## config.mk

```make
export PLATFORM = sky130hd
export DESIGN_NAME = fpm_mul
export DESIGN_NICKNAME = d
export VERILOG_FILES = /design/src/rtl/fpm_pkg.sv /design/src/rtl/fpm_unpack.sv /design/src/rtl/fpm_round.sv /design/src/rtl/fpm_mul.sv
export SDC_FILE = /design/constraint.sdc
export NUM_CORES = 2
export LEC_CHECK = 0
export BUFFER_PORTS_ARGS = -buffer_cell sky130_fd_sc_hd__buf_4
export CORE_UTILIZATION = 45
export DETAILED_ROUTE_END_ITERATION = 16
export GPL_ROUTABILITY_DRIVEN = 0
export GPL_TIMING_DRIVEN = 0
export PLACE_DENSITY_LB_ADDON = 0.15
export SLEW_MARGIN = 20
export SYNTH_ARGS = -nofsm -noshare
export SYNTH_HDL_FRONTEND = slang
export SYNTH_HIERARCHICAL = 1
export SYNTH_SLANG_ARGS = --single-unit
```

## constraint.sdc

```tcl
create_clock -name vclk -period 96
set_input_delay 19.2 -clock vclk [all_inputs]
set_output_delay 19.2 -clock vclk [all_outputs]
set_load 0.02 [all_outputs]
```

## src/rtl/fpm_pkg.sv

```systemverilog
package fpm_pkg;
  // Operand classes found by the unpack stage
  typedef enum logic [2:0] {
    CL_ZERO = 3'd0,
    CL_NORM = 3'd1,
    CL_SUB  = 3'd2,
    CL_INF  = 3'd3,
    CL_QNAN = 3'd4,
    CL_SNAN = 3'd5
  } fp_class_e;
endpackage

```

## src/rtl/fpm_unpack.sv

```systemverilog
module fpm_unpack
  import fpm_pkg::*;
#(
  parameter int EXP_W = 8,
  parameter int MAN_W = 23,
  parameter int XW    = EXP_W + 3
) (
  input  logic [EXP_W+MAN_W:0]  op,
  output logic                  sign,
  output fp_class_e             cls,
  output logic signed [XW-1:0]  exp_eff,
  output logic [MAN_W:0]        sig
);
  localparam int LZW = $clog2(MAN_W + 1);

  logic [EXP_W-1:0] exp_f;
  logic [MAN_W-1:0] frac;
  logic [LZW-1:0]   lz;
  logic             found;

  assign sign  = op[EXP_W+MAN_W];
  assign exp_f = op[EXP_W+MAN_W-1:MAN_W];
  assign frac  = op[MAN_W-1:0];

  // leading-zero count of the fraction, used only for subnormals
  always_comb begin
    lz    = '0;
    found = 1'b0;
    for (int i = MAN_W - 1; i >= 0; i--) begin
      if (!found) begin
        if (frac[i]) found = 1'b1;
        else         lz    = lz + 1'b1;
      end
    end
  end

  always_comb begin
    if (exp_f == '0)
      cls = (frac == '0) ? CL_ZERO : CL_SUB;
    else if (exp_f == '1)
      cls = (frac == '0) ? CL_INF : (frac[MAN_W-1] ? CL_QNAN : CL_SNAN);
    else
      cls = CL_NORM;
  end

  always_comb begin
    case (cls)
      CL_NORM: begin
        sig     = {1'b1, frac};
        exp_eff = XW'(exp_f);
      end
      CL_SUB: begin
        sig     = {1'b0, frac} << (lz + 1'b1);
        exp_eff = XW'(0) - XW'(lz);
      end
      default: begin
        sig     = {1'b0, frac};
        exp_eff = '0;
      end
    endcase
  end
endmodule

```

## src/rtl/fpm_round.sv

```systemverilog
module fpm_round #(
  parameter int EXP_W         = 8,
  parameter int MAN_W         = 23,
  parameter int XW            = EXP_W + 3,
  parameter bit ROUND_NEAREST = 1'b1
) (
  input  logic [2*MAN_W+1:0]   norm,     // leading one at the top bit
  input  logic signed [XW-1:0] exp_pre,  // biased exponent before rounding
  output logic [EXP_W-1:0]     exp_field,
  output logic [MAN_W-1:0]     frac,
  output logic                 ovf,
  output logic                 unf
);
  localparam int PW   = 2 * MAN_W + 2;
  localparam int SHW  = $clog2(PW + 1);
  localparam int MAXE = (1 << EXP_W) - 1;

  logic                 tiny;
  logic signed [XW-1:0] sh_full;
  logic [SHW-1:0]       sh;
  logic [PW-1:0]        shifted;
  logic                 lost;
  logic [MAN_W:0]       kept;
  logic                 guard;
  logic                 sticky;
  logic                 inc;
  logic [MAN_W+1:0]     rounded;
  logic signed [XW-1:0] exp_fin;

  assign tiny    = $signed(exp_pre) < $signed(XW'(1));
  assign sh_full = XW'(1) - exp_pre;

  always_comb begin
    if (!tiny)                    sh = '0;
    else if (sh_full > XW'(PW))   sh = SHW'(PW);
    else                          sh = SHW'(sh_full);
  end

  assign shifted = norm >> sh;
  assign lost    = |(norm & ~({PW{1'b1}} << sh));
  assign kept    = shifted[PW-1:MAN_W+1];
  assign guard   = shifted[MAN_W];
  assign sticky  = (|shifted[MAN_W-1:0]) | lost;

  generate
    if (ROUND_NEAREST) begin : g_rne
      assign inc = guard & (sticky | kept[0]);
    end else begin : g_chop
      assign inc = 1'b0;
    end
  endgenerate

  assign rounded = {1'b0, kept} + (MAN_W+2)'(inc);

  always_comb begin
    if (tiny) begin
      exp_fin = rounded[MAN_W] ? XW'(1) : XW'(0);
      frac    = rounded[MAN_W-1:0];
    end else if (rounded[MAN_W+1]) begin
      exp_fin = exp_pre + XW'(1);
      frac    = rounded[MAN_W:1];
    end else begin
      exp_fin = exp_pre;
      frac    = rounded[MAN_W-1:0];
    end
    ovf = !tiny && ($signed(exp_fin) >= $signed(XW'(MAXE)));
    unf = tiny;
    if (ovf) begin
      exp_field = '1;
      frac      = '0;
    end else begin
      exp_field = exp_fin[EXP_W-1:0];
    end
  end

  always_comb begin
    if (unf) AST_UNF_LOW_EXP: assert (exp_field <= EXP_W'(1));
  end
endmodule

```

## src/rtl/fpm_mul.sv

```systemverilog
module fpm_mul
  import fpm_pkg::*;
#(
  parameter int EXP_W         = 8,
  parameter int MAN_W         = 23,
  parameter bit ROUND_NEAREST = 1'b1
) (
  input  logic [EXP_W+MAN_W:0] a,
  input  logic [EXP_W+MAN_W:0] b,
  output logic [EXP_W+MAN_W:0] prod,
  output logic                 underflow,
  output logic                 overflow,
  output logic                 invalid
);
  localparam int W    = EXP_W + MAN_W + 1;
  localparam int XW   = EXP_W + 3;
  localparam int PW   = 2 * MAN_W + 2;
  localparam int BIAS = (1 << (EXP_W - 1)) - 1;
  localparam logic [W-1:0] QNAN = {1'b0, {EXP_W{1'b1}}, 1'b1, {(MAN_W-1){1'b0}}};

  logic                 sa, sb, sr;
  fp_class_e            ca, cb;
  logic signed [XW-1:0] ea, eb, exp_pre;
  logic [MAN_W:0]       siga, sigb;
  logic [PW-1:0]        prod_sig, norm;
  logic                 carry;
  logic [EXP_W-1:0]     r_exp;
  logic [MAN_W-1:0]     r_frac;
  logic                 r_ovf, r_unf;
  logic                 nan_any, snan_any, inf_a, inf_b, zero_a, zero_b;

  fpm_unpack #(.EXP_W(EXP_W), .MAN_W(MAN_W), .XW(XW)) u_unp_a (
    .op(a), .sign(sa), .cls(ca), .exp_eff(ea), .sig(siga));
  fpm_unpack #(.EXP_W(EXP_W), .MAN_W(MAN_W), .XW(XW)) u_unp_b (
    .op(b), .sign(sb), .cls(cb), .exp_eff(eb), .sig(sigb));

  assign sr       = sa ^ sb;
  assign prod_sig = PW'(siga) * PW'(sigb);
  assign carry    = prod_sig[PW-1];
  assign norm     = carry ? prod_sig : (prod_sig << 1);
  assign exp_pre  = ea + eb - XW'(BIAS) + XW'(carry);

  fpm_round #(.EXP_W(EXP_W), .MAN_W(MAN_W), .XW(XW), .ROUND_NEAREST(ROUND_NEAREST)) u_round (
    .norm(norm), .exp_pre(exp_pre), .exp_field(r_exp), .frac(r_frac),
    .ovf(r_ovf), .unf(r_unf));

  assign snan_any = (ca == CL_SNAN) || (cb == CL_SNAN);
  assign nan_any  = snan_any || (ca == CL_QNAN) || (cb == CL_QNAN);
  assign inf_a    = (ca == CL_INF);
  assign inf_b    = (cb == CL_INF);
  assign zero_a   = (ca == CL_ZERO);
  assign zero_b   = (cb == CL_ZERO);

  // special operands override the arithmetic path
  always_comb begin
    prod      = {sr, r_exp, r_frac};
    overflow  = r_ovf;
    underflow = r_unf;
    invalid   = 1'b0;
    if (nan_any) begin
      prod      = QNAN;
      overflow  = 1'b0;
      underflow = 1'b0;
      invalid   = snan_any;
    end else if ((inf_a && zero_b) || (zero_a && inf_b)) begin
      prod      = QNAN;
      overflow  = 1'b0;
      underflow = 1'b0;
      invalid   = 1'b1;
    end else if (inf_a || inf_b) begin
      prod      = {sr, {EXP_W{1'b1}}, {MAN_W{1'b0}}};
      overflow  = 1'b0;
      underflow = 1'b0;
    end else if (zero_a || zero_b) begin
      prod      = {sr, {(W-1){1'b0}}};
      overflow  = 1'b0;
      underflow = 1'b0;
    end
  end

  always_comb begin
    AST_FLAGS_EXCLUSIVE: assert (!(overflow && underflow));
    if (invalid) AST_INVALID_QNAN: assert (prod == QNAN);
    if (overflow) AST_OVF_IS_INF: assert (prod[W-2:0] == {{EXP_W{1'b1}}, {MAN_W{1'b0}}});
    if (prod[W-2:MAN_W] != '1 || prod[MAN_W-1:0] == '0)
      AST_SIGN_XOR: assert (prod[W-1] == (a[W-1] ^ b[W-1]));
  end
endmodule

```

==> impl_metrics.json <==
{
  "drt_iter0_drc": 3382,
  "ys_warn_count": 6,
  "worst_setup_path_start_kind": "primary input",
  "worst_slew_pin_slew_ns": 1.417,
  "drive_above_1_share_pct": 7.739,
  "hold_ws_ns": 38.76,
  "holdBufCountCts": 0,
  "post_cts_resized": 0,
  "num_io_pins": 99,
  "syn_inst": 4384,
  "clkbuf_count": 0,
  "vias": 32400,
  "via_per_inst": 5.962,
  "ff_latch_area_um2": 0,
  "slowest_delay_ns": 0.98,
  "grt_max_degree": 12,
  "synth_cell_types": 128,
  "min_period_ns": 68.33,
  "status": "finished, final reports clean",
  "die_w_um": 275.4,
  "area_growth_syn_to_layout_pct": 5.897,
  "drc": 0,
  "grt_pass1_vias": 32300,
  "worst-path-buf-inv": 25,
  "firstDrtPassIters": 6,
  "final_cell_mix": "nand2_1 (623), inv_1 (612), fa_1 (483), and2_1 (291), nor2_1 (243)",
  "cp.required_ns": 76.80,
  "path_common_cell": "ha_1",
  "crit_type": "primary input to output port",
  "syn_area_per_cell_um2": 7.672,
  "core_um2": 73450,
  "drv_cap": 0,
  "chipHeight_um": 275.4,
  "rows": 99,
  "setup_tns_ns": 0,
  "postRouteAntennaNets": 0,
  "slew_violations": 0,
  "yosysTopAreaCellShare_pct": 28.75,
  "hold_viol": 0,
  "relSlewSlack_pct": 4.637,
  "nFillCells": 7463,
  "grt_pass1_wl_um": 193900,
  "final_common_cell": "nand2_1",
  "rsz0062_at_grt": "false",
  "overflow": 0,
  "endpoint_kind": "output port",
  "drt_wl_total_um": 125900,
  "critical_path_arrival_ns": 49.13,
  "synth_top_cell_by_area": "fa_1",
  "setup_violations": 0,
  "die-area_um2": 75840,
  "initial_core_util_pct": 45.79,
  "antenna_found_initial": 1,
  "cp_slowest_cell": "a31oi_1",
  "synthTopCellsByArea": "fa_1 (29%), ha_1 (8.9%), nand2_1 (7.0%)",
  "final_nets": 5260,
  "wl_per_cell_um": 23.17,
  "cp_max_fo": 11,
  "seq_cell_count": 0,
  "track_usage_pct": 33.37,
  "multi_input_area_um2": 30170,
  "syn_nets": 5171,
  "cts_setup_buffers": 0,
  "fmax_mhz": 14.64,
  "cpLargestDelayFamily": "adder cells",
  "seq_area_frac_synth_pct": 0,
  "period_share_pct": 71.17,
  "holdCritPathClass": "primary input to output port",
  "synth.cell_area_um2": 33630,
  "dp_hpwl_um": 102800,
  "portBuffers": 80
}
[through the flow]
stage | setup slack (ns) | cells | instance area, µm² | utilization (%)
floorplan | 34.01 | 4384 | 33630 | -
detailed placement | 28.41 | 5430 | 35600 | 48.46
finish | 27.67 | 5434 | 35620 | 48.49
CTS | 28.31 | 5430 | 35600 | 48.46
global placement | 27.67 | 5423 | 35430 | 48.24
global route | 26.19 | 5430 | 35610 | 48.47
[cell type report]
type	instances	area share [%]
Buffer	286	3.590
Antenna cell	4	0.02810
Tap cell	959	3.369
Timing Repair Buffer	87	1.844
Inverter	614	6.471
Multi-Input combinational cell	3484	84.70
[layer usage]
layer  up-vias  wire [µm]  GRT usage, %
met5         -          0             0
met2      1641      54680         52.37
met4         0       7231         16.11
li1      14630          -             -
met3       379      11810         6.881
met1     15740      52160         43.69
[path summary, 6_finish.rpt]
| check | startpoint | to | cells past startpoint |
|---|---|---|---|
| setup / recovery | b[18] | prod[9] | 111 |
| hold / removal | a[31] | prod[31] | 4 |
[cells in the mapped netlist, types with 58 or more instances]
library cell,instances
nand3_1,68
nor3_1,74
xor2_1,58
o21ai_0,128
inv_1,612
a21o_1,60
xnor2_1,108
nand2_1,623
clkbuf_1,201
mux2i_1,131
fa_1,483
and2_1,291
a21oi_1,177
nor2_1,243
ha_1,240
[kinds of logic after synthesis]
| kind of cell | count (synthesis) | synth area share (%) |
|---|---|---|
| and+or+nand+nor | 1600 | 23.58 |
| buffers and inverters | 900 | 10.65 |
| AOI/OAI and AO/OA | 780 | 16.16 |
| adders and majority gates | 730 | 37.89 |
| xor gates and xnor gates | 189 | 5.692 |
| muxes | 185 | 6.016 |
